===== config.mk =====
export PLATFORM = sky130hd
export DESIGN_NAME = mseq_top
export DESIGN_NICKNAME = d
export VERILOG_FILES = /design/src/rtl/mseq_pkg.sv /design/src/rtl/mseq_ctx.sv /design/src/rtl/mseq_arb.sv /design/src/rtl/mseq_rom.sv /design/src/rtl/mseq_top.sv
export SDC_FILE = /design/constraint.sdc
export NUM_CORES = 1
export LEC_CHECK = 0
export BUFFER_PORTS_ARGS = -buffer_cell sky130_fd_sc_hd__buf_2
export CAP_MARGIN = 20
export CORE_MARGIN = 4
export CORE_UTILIZATION = 55
export DETAILED_ROUTE_END_ITERATION = 7
export HOLD_SLACK_MARGIN = 0.15
export MAX_ROUTING_LAYER = met4
export PLACE_DENSITY = 0.78
export SETUP_SLACK_MARGIN = 0.5
export SLEW_MARGIN = 20
export SYNTH_ARGS = -nofsm -noshare
export SYNTH_HDL_FRONTEND = slang
export SYNTH_SLANG_ARGS = --single-unit

===== constraint.sdc =====
create_clock -name clk -period 9.64 [get_ports clk]
set_input_delay 0.482 -clock clk [delete_from_list [all_inputs] [get_ports clk]]
set_output_delay 0.482 -clock clk [all_outputs]
set_load 0.01 [all_outputs]

===== src/rtl/mseq_pkg.sv =====
package mseq_pkg;
    localparam int NUM_THR = 2;

    typedef enum logic {
        CTX_IDLE = 1'b0,
        CTX_RUN  = 1'b1
    } ctx_state_e;

    typedef enum logic {
        ARB_FAVOR_T0 = 1'b0,
        ARB_FAVOR_T1 = 1'b1
    } arb_state_e;
endpackage


===== src/rtl/mseq_ctx.sv =====
module mseq_ctx
    import mseq_pkg::*;
#(
    parameter int ADDR_W = 6
) (
    input  logic              clk,
    input  logic              rst_n,
    input  logic              ent_req,
    input  logic [ADDR_W-1:0] ent_ptr,
    input  logic              done,
    input  logic              grant,
    output logic              busy,
    output logic              elig,
    output logic [ADDR_W-1:0] ptr
);
    ctx_state_e state_q, state_d;
    logic       accept;

    always_ff @(posedge clk) begin
        if (!rst_n) state_q <= CTX_IDLE;
        else        state_q <= state_d;
    end

    always_comb begin
        state_d = state_q;
        accept  = 1'b0;
        unique case (state_q)
            CTX_IDLE: begin
                if (ent_req) begin
                    accept  = 1'b1;
                    state_d = CTX_RUN;
                end
            end
            CTX_RUN: begin
                if (done) state_d = CTX_IDLE;
            end
            default: state_d = CTX_IDLE;
        endcase
    end

    always_comb begin
        busy = (state_q == CTX_RUN);
        elig = (state_q == CTX_RUN) && !done;
    end

    always_ff @(posedge clk) begin
        if (!rst_n)      ptr <= '0;
        else if (accept) ptr <= ent_ptr;
        else if (grant)  ptr <= ptr + 1'b1;
    end
endmodule


===== src/rtl/mseq_arb.sv =====
module mseq_arb
    import mseq_pkg::*;
(
    input  logic       clk,
    input  logic       rst_n,
    input  logic [1:0] elig,
    output logic       gnt_vld,
    output logic       gnt_id
);
    arb_state_e state_q, state_d;

    always_ff @(posedge clk) begin
        if (!rst_n) state_q <= ARB_FAVOR_T0;
        else        state_q <= state_d;
    end

    always_comb begin
        gnt_vld = |elig;
        gnt_id  = 1'b0;
        unique case (elig)
            2'b00: gnt_id = 1'b0;
            2'b01: gnt_id = 1'b0;
            2'b10: gnt_id = 1'b1;
            2'b11: gnt_id = (state_q == ARB_FAVOR_T1);
            default: gnt_id = 1'b0;
        endcase
    end

    always_comb begin
        state_d = state_q;
        if (gnt_vld) state_d = gnt_id ? ARB_FAVOR_T0 : ARB_FAVOR_T1;
    end
endmodule


===== src/rtl/mseq_rom.sv =====
module mseq_rom #(
    parameter int ADDR_W = 6,
    parameter int UOP_W  = 16,
    parameter int FLOW_W = 3
) (
    input  logic              clk,
    input  logic              rst_n,
    input  logic              rd_en,
    input  logic              rd_tid,
    input  logic [ADDR_W-1:0] rd_addr,
    output logic              q_vld,
    output logic              q_tid,
    output logic [UOP_W-1:0]  q_uop,
    output logic              q_last
);
    function automatic logic [UOP_W-1:0] word_of(input logic [ADDR_W-1:0] a);
        logic [31:0] t;
        t = (32'(a) * 32'd339) ^ 32'h5A00;
        return t[UOP_W-1:0];
    endfunction

    function automatic logic last_of(input logic [ADDR_W-1:0] a);
        return &a[FLOW_W-1:0];
    endfunction

    always_ff @(posedge clk) begin
        if (!rst_n) begin
            q_vld  <= 1'b0;
            q_tid  <= 1'b0;
            q_uop  <= '0;
            q_last <= 1'b0;
        end else begin
            q_vld <= rd_en;
            if (rd_en) begin
                q_tid  <= rd_tid;
                q_uop  <= word_of(rd_addr);
                q_last <= last_of(rd_addr);
            end
        end
    end
endmodule


===== src/rtl/mseq_top.sv =====
module mseq_top
    import mseq_pkg::*;
#(
    parameter int ADDR_W = 6,
    parameter int UOP_W  = 16,
    parameter int FLOW_W = 3
) (
    input  logic              clk,
    input  logic              rst_n,
    input  logic [1:0]        ent_req_i,
    input  logic [ADDR_W-1:0] ent_ptr0_i,
    input  logic [ADDR_W-1:0] ent_ptr1_i,
    output logic [1:0]        ent_busy_o,
    output logic              uop_valid_o,
    output logic              uop_tid_o,
    output logic [UOP_W-1:0]  uop_data_o,
    output logic              uop_last_o,
    output logic [1:0]        ret_o
);
    logic [ADDR_W-1:0] ent_ptr [NUM_THR];
    logic [ADDR_W-1:0] ptr     [NUM_THR];
    logic [1:0]        done;
    logic [1:0]        elig;
    logic [1:0]        grant;
    logic              gnt_vld;
    logic              gnt_id;
    logic              q_vld, q_tid, q_last;
    logic [UOP_W-1:0]  q_uop;
    logic [ADDR_W-1:0] ptr0, ptr1;

    assign ent_ptr[0] = ent_ptr0_i;
    assign ent_ptr[1] = ent_ptr1_i;

    for (genvar t = 0; t < NUM_THR; t++) begin : g_ctx
        assign done[t]  = q_vld && q_last && (q_tid == 1'(t));
        assign grant[t] = gnt_vld && (gnt_id == 1'(t));
        mseq_ctx #(.ADDR_W(ADDR_W)) u_ctx (
            .clk     (clk),
            .rst_n   (rst_n),
            .ent_req (ent_req_i[t]),
            .ent_ptr (ent_ptr[t]),
            .done    (done[t]),
            .grant   (grant[t]),
            .busy    (ent_busy_o[t]),
            .elig    (elig[t]),
            .ptr     (ptr[t])
        );
    end

    mseq_arb u_arb (
        .clk     (clk),
        .rst_n   (rst_n),
        .elig    (elig),
        .gnt_vld (gnt_vld),
        .gnt_id  (gnt_id)
    );

    assign ptr0 = ptr[0];
    assign ptr1 = ptr[1];

    mseq_rom #(.ADDR_W(ADDR_W), .UOP_W(UOP_W), .FLOW_W(FLOW_W)) u_rom (
        .clk     (clk),
        .rst_n   (rst_n),
        .rd_en   (gnt_vld),
        .rd_tid  (gnt_id),
        .rd_addr (gnt_id ? ptr1 : ptr0),
        .q_vld   (q_vld),
        .q_tid   (q_tid),
        .q_uop   (q_uop),
        .q_last  (q_last)
    );

    assign uop_valid_o = q_vld;
    assign uop_tid_o   = q_tid;
    assign uop_data_o  = q_uop;
    assign uop_last_o  = q_vld && q_last;
    assign ret_o       = done;
endmodule


* Word level (Yosys, flattened, before mapping)
Index checks and enable logic that the tools add are counted. W data, S select, Z words.
Storage, ports and cells: bits of input ports 16, word-level logic and storage cells 50, register bits after elaboration 33
Operators by class: equal/unequal tests 3, $mul 1, bitwise gates (word level) 5, mux-type cells 15, reductions and logical operators 15, $add $sub $neg 2
Operators by type and width (number):
- $mux W6 | 5
- $mul A6 B9 Y15 const B | 1
- $add A6 B1 Y6 const B | 2
- $logic_and A1 B1 Y1 | 7
- $mux W1 | 7
- $eq A2 B2 Y1 const B | 2
- $not A1 Y1 | 4
- $not A4 Y4 | 1
- $pmux W1 S2 | 2
- $reduce_bool A2 Y1 | 2
- $reduce_or A2 Y1 | 2
- $pmux W1 S3 | 1
- $reduce_and A3 Y1 | 1
- $eq A2 B1 Y1 const B | 1
- $logic_not A1 Y1 | 2
- $logic_not A2 Y1 | 1

* Longest topological paths before layout
word-level depth 11, depth in mapped cells 17, mapped depth without buffers 16

* Modules after synthesis
From an unflattened synthesis, not the netlist that was laid out.
Second synthesis, totals: cell total of the unflattened synthesis 247, area total of the unflattened synthesis 2326.0 um^2
Modules (own cells, without submodules):
- mseq_rom | area an instance 1476.4 um^2, cells an instance 155, sequential area each 360.3 um^2, times used 1
- mseq_ctx | area an instance 329.1 um^2, cells an instance 37, sequential area each 140.1 um^2, times used 2
- mseq_top | area an instance 138.9 um^2, cells an instance 12, sequential area each 0.0 um^2, times used 1
- mseq_arb | area an instance 52.6 um^2, cells an instance 6, sequential area each 20.0 um^2, times used 1

* Least setup slack after synthesis
No wires, ideal clock.
kind reg-to-reg, from register u_rom.q_tid, to register u_rom.q_uop[14], path slack 6.041 ns, clock period less this slack 3.599 ns, library setup time 0.073 ns, arrival 3.525 ns, stages on the path, launching flop included 17, cell sequence dfxtp_1 -> nand3_1 -> o211a_1 -> buf_6 -> nand2_1 -> nand2_1 -> ha_1 -> inv_1 -> fa_1 -> inv_1 -> ha_1 -> ha_1 -> nand3_1 -> o22ai_1 -> o21ai_0 -> a2111o_1 -> o211ai_2
On the way: word-level cells in the longest chain between the ends 10, elaborated cells on any way between the ends 17, those cells by class mul (1); eq/ne (3); mux (2); bitwise (2); reduce/logical (9)
Ends and longest elaborated chain:
- start, declared | RTL line mseq_rom.sv:12 | output logic q_tid,
- start signal, assigned | RTL line mseq_rom.sv:35 | q_tid <= rd_tid;
- $not A1 Y1 | RTL line mseq_top.sv:35 | assign done[t] = q_vld && q_last && (q_tid == 1'(t));
- $logic_and A1 B1 Y1 | RTL line mseq_top.sv:35
- $logic_not A1 Y1 | RTL line mseq_ctx.sv:43 | elig = (state_q == CTX_RUN) && !done;
- $logic_and A1 B1 Y1 | RTL line mseq_ctx.sv:43
- $eq A2 B1 Y1 or $logic_not A2 Y1 (tied branches) | RTL line mseq_arb.sv:20 | unique case (elig)
- $reduce_or A2 Y1 (no line)
- $pmux W1 S3 | RTL line mseq_arb.sv:20
- $mux W6 | RTL line mseq_top.sv:66 | .rd_addr (gnt_id ? ptr1 : ptr0),
- $mul A6 B9 Y15 | RTL line mseq_rom.sv:18 | t = (32'(a) * 32'd339) ^ 32'h5A00;
- $not A4 Y4 (no line)
- end signal, assigned | RTL line mseq_rom.sv:36 | q_uop <= word_of(rd_addr);
- end, declared | RTL line mseq_rom.sv:13 | output logic [UOP_W-1:0] q_uop,
Parallel ways exist; a longest one is shown, timed or not. A chain may end at the register's enable or synchronous reset.

* Worst setup path in the final report
from register g_ctx[0].u_ctx.state_q, to register u_rom.q_uop[14]
On the way: word-level cells in the longest chain between the ends 7, elaborated cells on any way between the ends 11, those cells by class mul (1); eq/ne (3); mux (2); bitwise (1); reduce/logical (4)
Ends and longest elaborated chain:
- start, declared | RTL line mseq_ctx.sv:16 | ctx_state_e state_q, state_d;
- start signal, assigned | RTL line mseq_ctx.sv:21 | else state_q <= state_d;
- $logic_and A1 B1 Y1 (*) | RTL line mseq_ctx.sv:43
- $eq A2 B1 Y1 or $logic_not A2 Y1 (tied branches) | RTL line mseq_arb.sv:20
- $reduce_or A2 Y1 (no line)
- $pmux W1 S3 | RTL line mseq_arb.sv:20
- $mux W6 | RTL line mseq_top.sv:66
- $mul A6 B9 Y15 | RTL line mseq_rom.sv:18
- $not A4 Y4 (no line)
Mark *: on every way between the ends. The rest lies on a longest branch, timed or not.

==> summary.md <==
| Metric | Value |
|---|---|
| Status | `finished clean` |
| Slowest stage cell, crit path | `dfxtp_1` |
| CP Launch Type | `register` |
| Post-cts resize count | `0` |
| CTS clk-pin slew, worst paths | `0.07 ns` |
| Sequential area share after synthesis | `0.265` |
| Initial cell density of the core | `0.572` |
| N_diodes | `0` |
| Detail Route Antenna Nets | `0` |
| Tmin final | `roughly 4.1 ns` |
| Worst path max stage delay | `0.57 ns` |
| Setup violators final | `0` |
| H-tree lvl count | `2` |
| # rows | `24` |
| Worst clock skew | `0.00993 ns` |
| Fin cells | `368` |
| Iteration-0 DRC Markers | `between 100 and 150` |
| Root buf cell | `clkbuf_8` |
| Main flop type after synthesis | `dfxtp_1` |
| HP Class | `in -> reg` |
| Critical path class | `reg -> reg` |
| Core area | `0.00435 mm^2` |
| Reg area | `661 um^2` |
| Total gr overflow | `0` |
| Area delta synth->final | `9.55%` |
| CTS buffer count | `5` |
| Post-CTS Hold Buffers | `0` |
| First-pass GRT wire length | `8720 um` |
| Die H | `75.3 um` |
| Least-Margin Pin Slew | `0.674 ns` |
| Largest fanout on the critical path | `11` |
| Cell count after synthesis | `286` |
| PortBufs | `37` |
| Post-CTS setup buffers | `0` |
| Clk Latency, worst-skew pair | `between 0.2 and 0.3 ns` |
| Placed insts | `360` |
| Post-synth net total | `341` |
| DRT Wirelength | `roughly 5200 um` |
| Pwr Density | `162 mW/mm^2` |
| Drt pass-1 iters | `4` |
| Slew HR | `0.550` |
| Leakage | `1.35 nW` |
| Final Cycle Share | `0.424` |
| Via count | `between 2k and 2.5k` |
| Synthesized cell area | `0.00249 mm^2` |
| Die Area | `0.00567 mm^2` |
| WL per Instance | `14.2 um` |
| Ys async rst share | `0` |
| Top Ports | `39` |
| Worst vdd ir | `around 0.095 mV` |
| Crit path capture type | `register` |
| Avg Inst Size Synth | `8.71 um^2` |
| TritonCTS clock tree | `built` |
| Overall global routing resource usage | `0.206` |
| Residual DRC count | `0` |
| Largest net degree at the start of global routing | `21` |
| DR vias/cell | `5.69` |
| YS warnings | `0` |
| Cell chain of the critical path | `nand2b_2 > o211a_1 > nand2_1 > nand2_1 > ha_1 > inv_1 > fa_1 > inv_1 > ha_1 > ha_1 > nand3_1 > o22ai_1 > o21ai_0 > a2111o_1 > o211ai_2` |
| Post-DP HPWL | `~4000 um` |
| Final nets | `370` |
| Final hold violations | `0` |
| Max Freq | `245 MHz` |
| Routability cong. | `~0.84` |
| Max_cap viols | `0` |
| Number of synthesized flops with an enable pin | `0` |
| Setup TNS Final | `0 ns` |
| Arrival time worst endpoint | `4.31 ns` |
| Initial antenna violation count | `0` |
| Fillers | `370` |
| Cell repeated most along the worst path | `ha_1` |
| RSZ-0062 raised after global routing | `no` |
| Seq cells post-synth | `33` |
| Footprint of the multi-input gates | `0.00166 mm^2` |
| CTS sink count | `33` |
| Layout cells sized above 1 | `0.203` |
| CTS Buffer Depth | `2` |
| Pins Over Slew Limit | `0` |
| Netlist cell types | `57` |
| Die Width | `75.3 um` |
| Req. time, crit path | `9.86 ns` |
| Number of global-route vias before repair | `around 2k` |
| Overall power | `between 0.0004 and 0.0005 W` |
through the flow:
step	hold slack, ns	area, um^2	util	setup WS (ns)
after global placement	0.440	2650	0.607	5.73
after CTS	0.428	2730	0.626	5.58
after floorplan	0.476	2490	-	6.04
after global routing	0.437	2730	0.626	5.25
after detailed placement	0.444	2650	0.607	5.62
final	0.432	2730	0.626	5.55
area by class of cell:
class,count,share of cell area
Clock buffer,6,0.0266
Clock inverter,2,0.00367
Inverter,19,0.0271
Multi-Input combinational cell,219,0.609
Sequential cell,33,0.242
Tap cell,52,0.0239
Timing Repair Buffer,37,0.0679
state kept, by name, indices dropped and copies added (netlist names):
signal            count
u_arb.state_q         1
u_rom.q_uop          15
g_ctx.u_ctx.busy      2
u_rom.q_tid           1
u_rom.q_last          1
g_ctx.u_ctx.ptr      12
u_rom.q_vld           1
final timing paths:
| check | start | to | slack [ns] | depth (start not counted) |
|---|---|---|---|---|
| hold reg to reg | u_rom.q_uop[3] | u_rom.q_uop[3] | 0.45 | 2 |
| setup reg to reg | g_ctx[0].u_ctx.busy | u_rom.q_uop[14] | 5.55 | 15 |
| hold / removal | ent_ptr0_i[0] | g_ctx[0].u_ctx.ptr[0] | 0.43 | 3 |
| setup / recovery | g_ctx[0].u_ctx.busy | u_rom.q_uop[14] | 5.55 | 15 |
cells in the mapped netlist, types with 2 or more instances:
library cell / number / share of area
a211oi_1: 6 / 0.018
a211oi_2: 3 / 0.015
a21o_1: 2 / 0.0060
a21oi_1: 24 / 0.048
and3_1: 4 / 0.010
buf_4: 8 / 0.024
clkbuf_1: 4 / 0.0060
dfxtp_1: 33 / 0.27
fa_1: 5 / 0.040
ha_1: 34 / 0.17
inv_1: 17 / 0.026
mux2i_1: 3 / 0.012
mux2i_2: 2 / 0.011
nand2_1: 34 / 0.051
nand2b_1: 4 / 0.010
nand3_1: 8 / 0.016
nand3b_1: 3 / 0.0090
nand4_1: 4 / 0.010
nor2_1: 12 / 0.018
nor2b_1: 2 / 0.0050
nor3_1: 7 / 0.014
o211ai_1: 4 / 0.012
o211ai_2: 2 / 0.010
o21a_1: 2 / 0.0060
o21ai_0: 12 / 0.024
or2_2: 3 / 0.0075
xnor2_1: 9 / 0.032
xor2_1: 6 / 0.021
cell families after synthesis:
kind of cell | synth area share
AO/OA/AOI/OAI | 0.203
XOR/XNOR | 0.0528
adder cells (fa/ha/maj) | 0.211
buffers and inverters | 0.0678
flip-flops | 0.265
multiplexers | 0.0291
other | 0.00151
AND/OR/NAND/NOR | 0.170
layout by cell type (no fill, tap or decap), types with 2 or more instances in the layout:
cell type and n:
a21o_1 2, nand2_1 34, nand4_1 4, inv_1 17, and3_1 4, clkinv_2 2, nor3_1 7, buf_2 37
xnor2_1 9, mux2i_2 2, clkbuf_8 5, nand3_1 8, nand2b_1 4, fa_1 5, nor2_1 12, a211oi_1 6
o211ai_1 4, a21oi_1 24, o211ai_2 2, o21ai_0 12, mux2i_1 3, nand3b_1 3, ha_1 34, o21a_1 2
nor2b_1 2, a211oi_2 3, dfxtp_1 33, or2_2 3, xor2_1 6
worst max-delay path: cells and delay by family, from the launching register on:
family	cells	cell delay [ns]
flip-flops	1	0.57
buffers and inverters	2	0.09
AND/OR/NAND/NOR	4	0.51
adder cells (fa/ha/maj)	4	1.53
AO/OA/AOI/OAI	5	1.31
layer usage:
metal,up-vias,routed length (um),track usage
li1,1070,-,-
met1,944,2340,0.245
met2,64,2450,0.335
met3,17,272,0.0401
met4,0,157,0.0951
met5,-,0,-
where the power goes:
group	internal [W]	leakage (nW)	switching, W	total [W]
registers	0.000154	0.273	0.0000141	0.000168
clock network	0.0000500	0.0450	0.0000521	0.000102
logic	0.0000741	1.03	0.0000971	0.000171
total	0.000278	1.35	0.000163	0.000441
No activity file was read; power rests on OpenSTA's default activity.
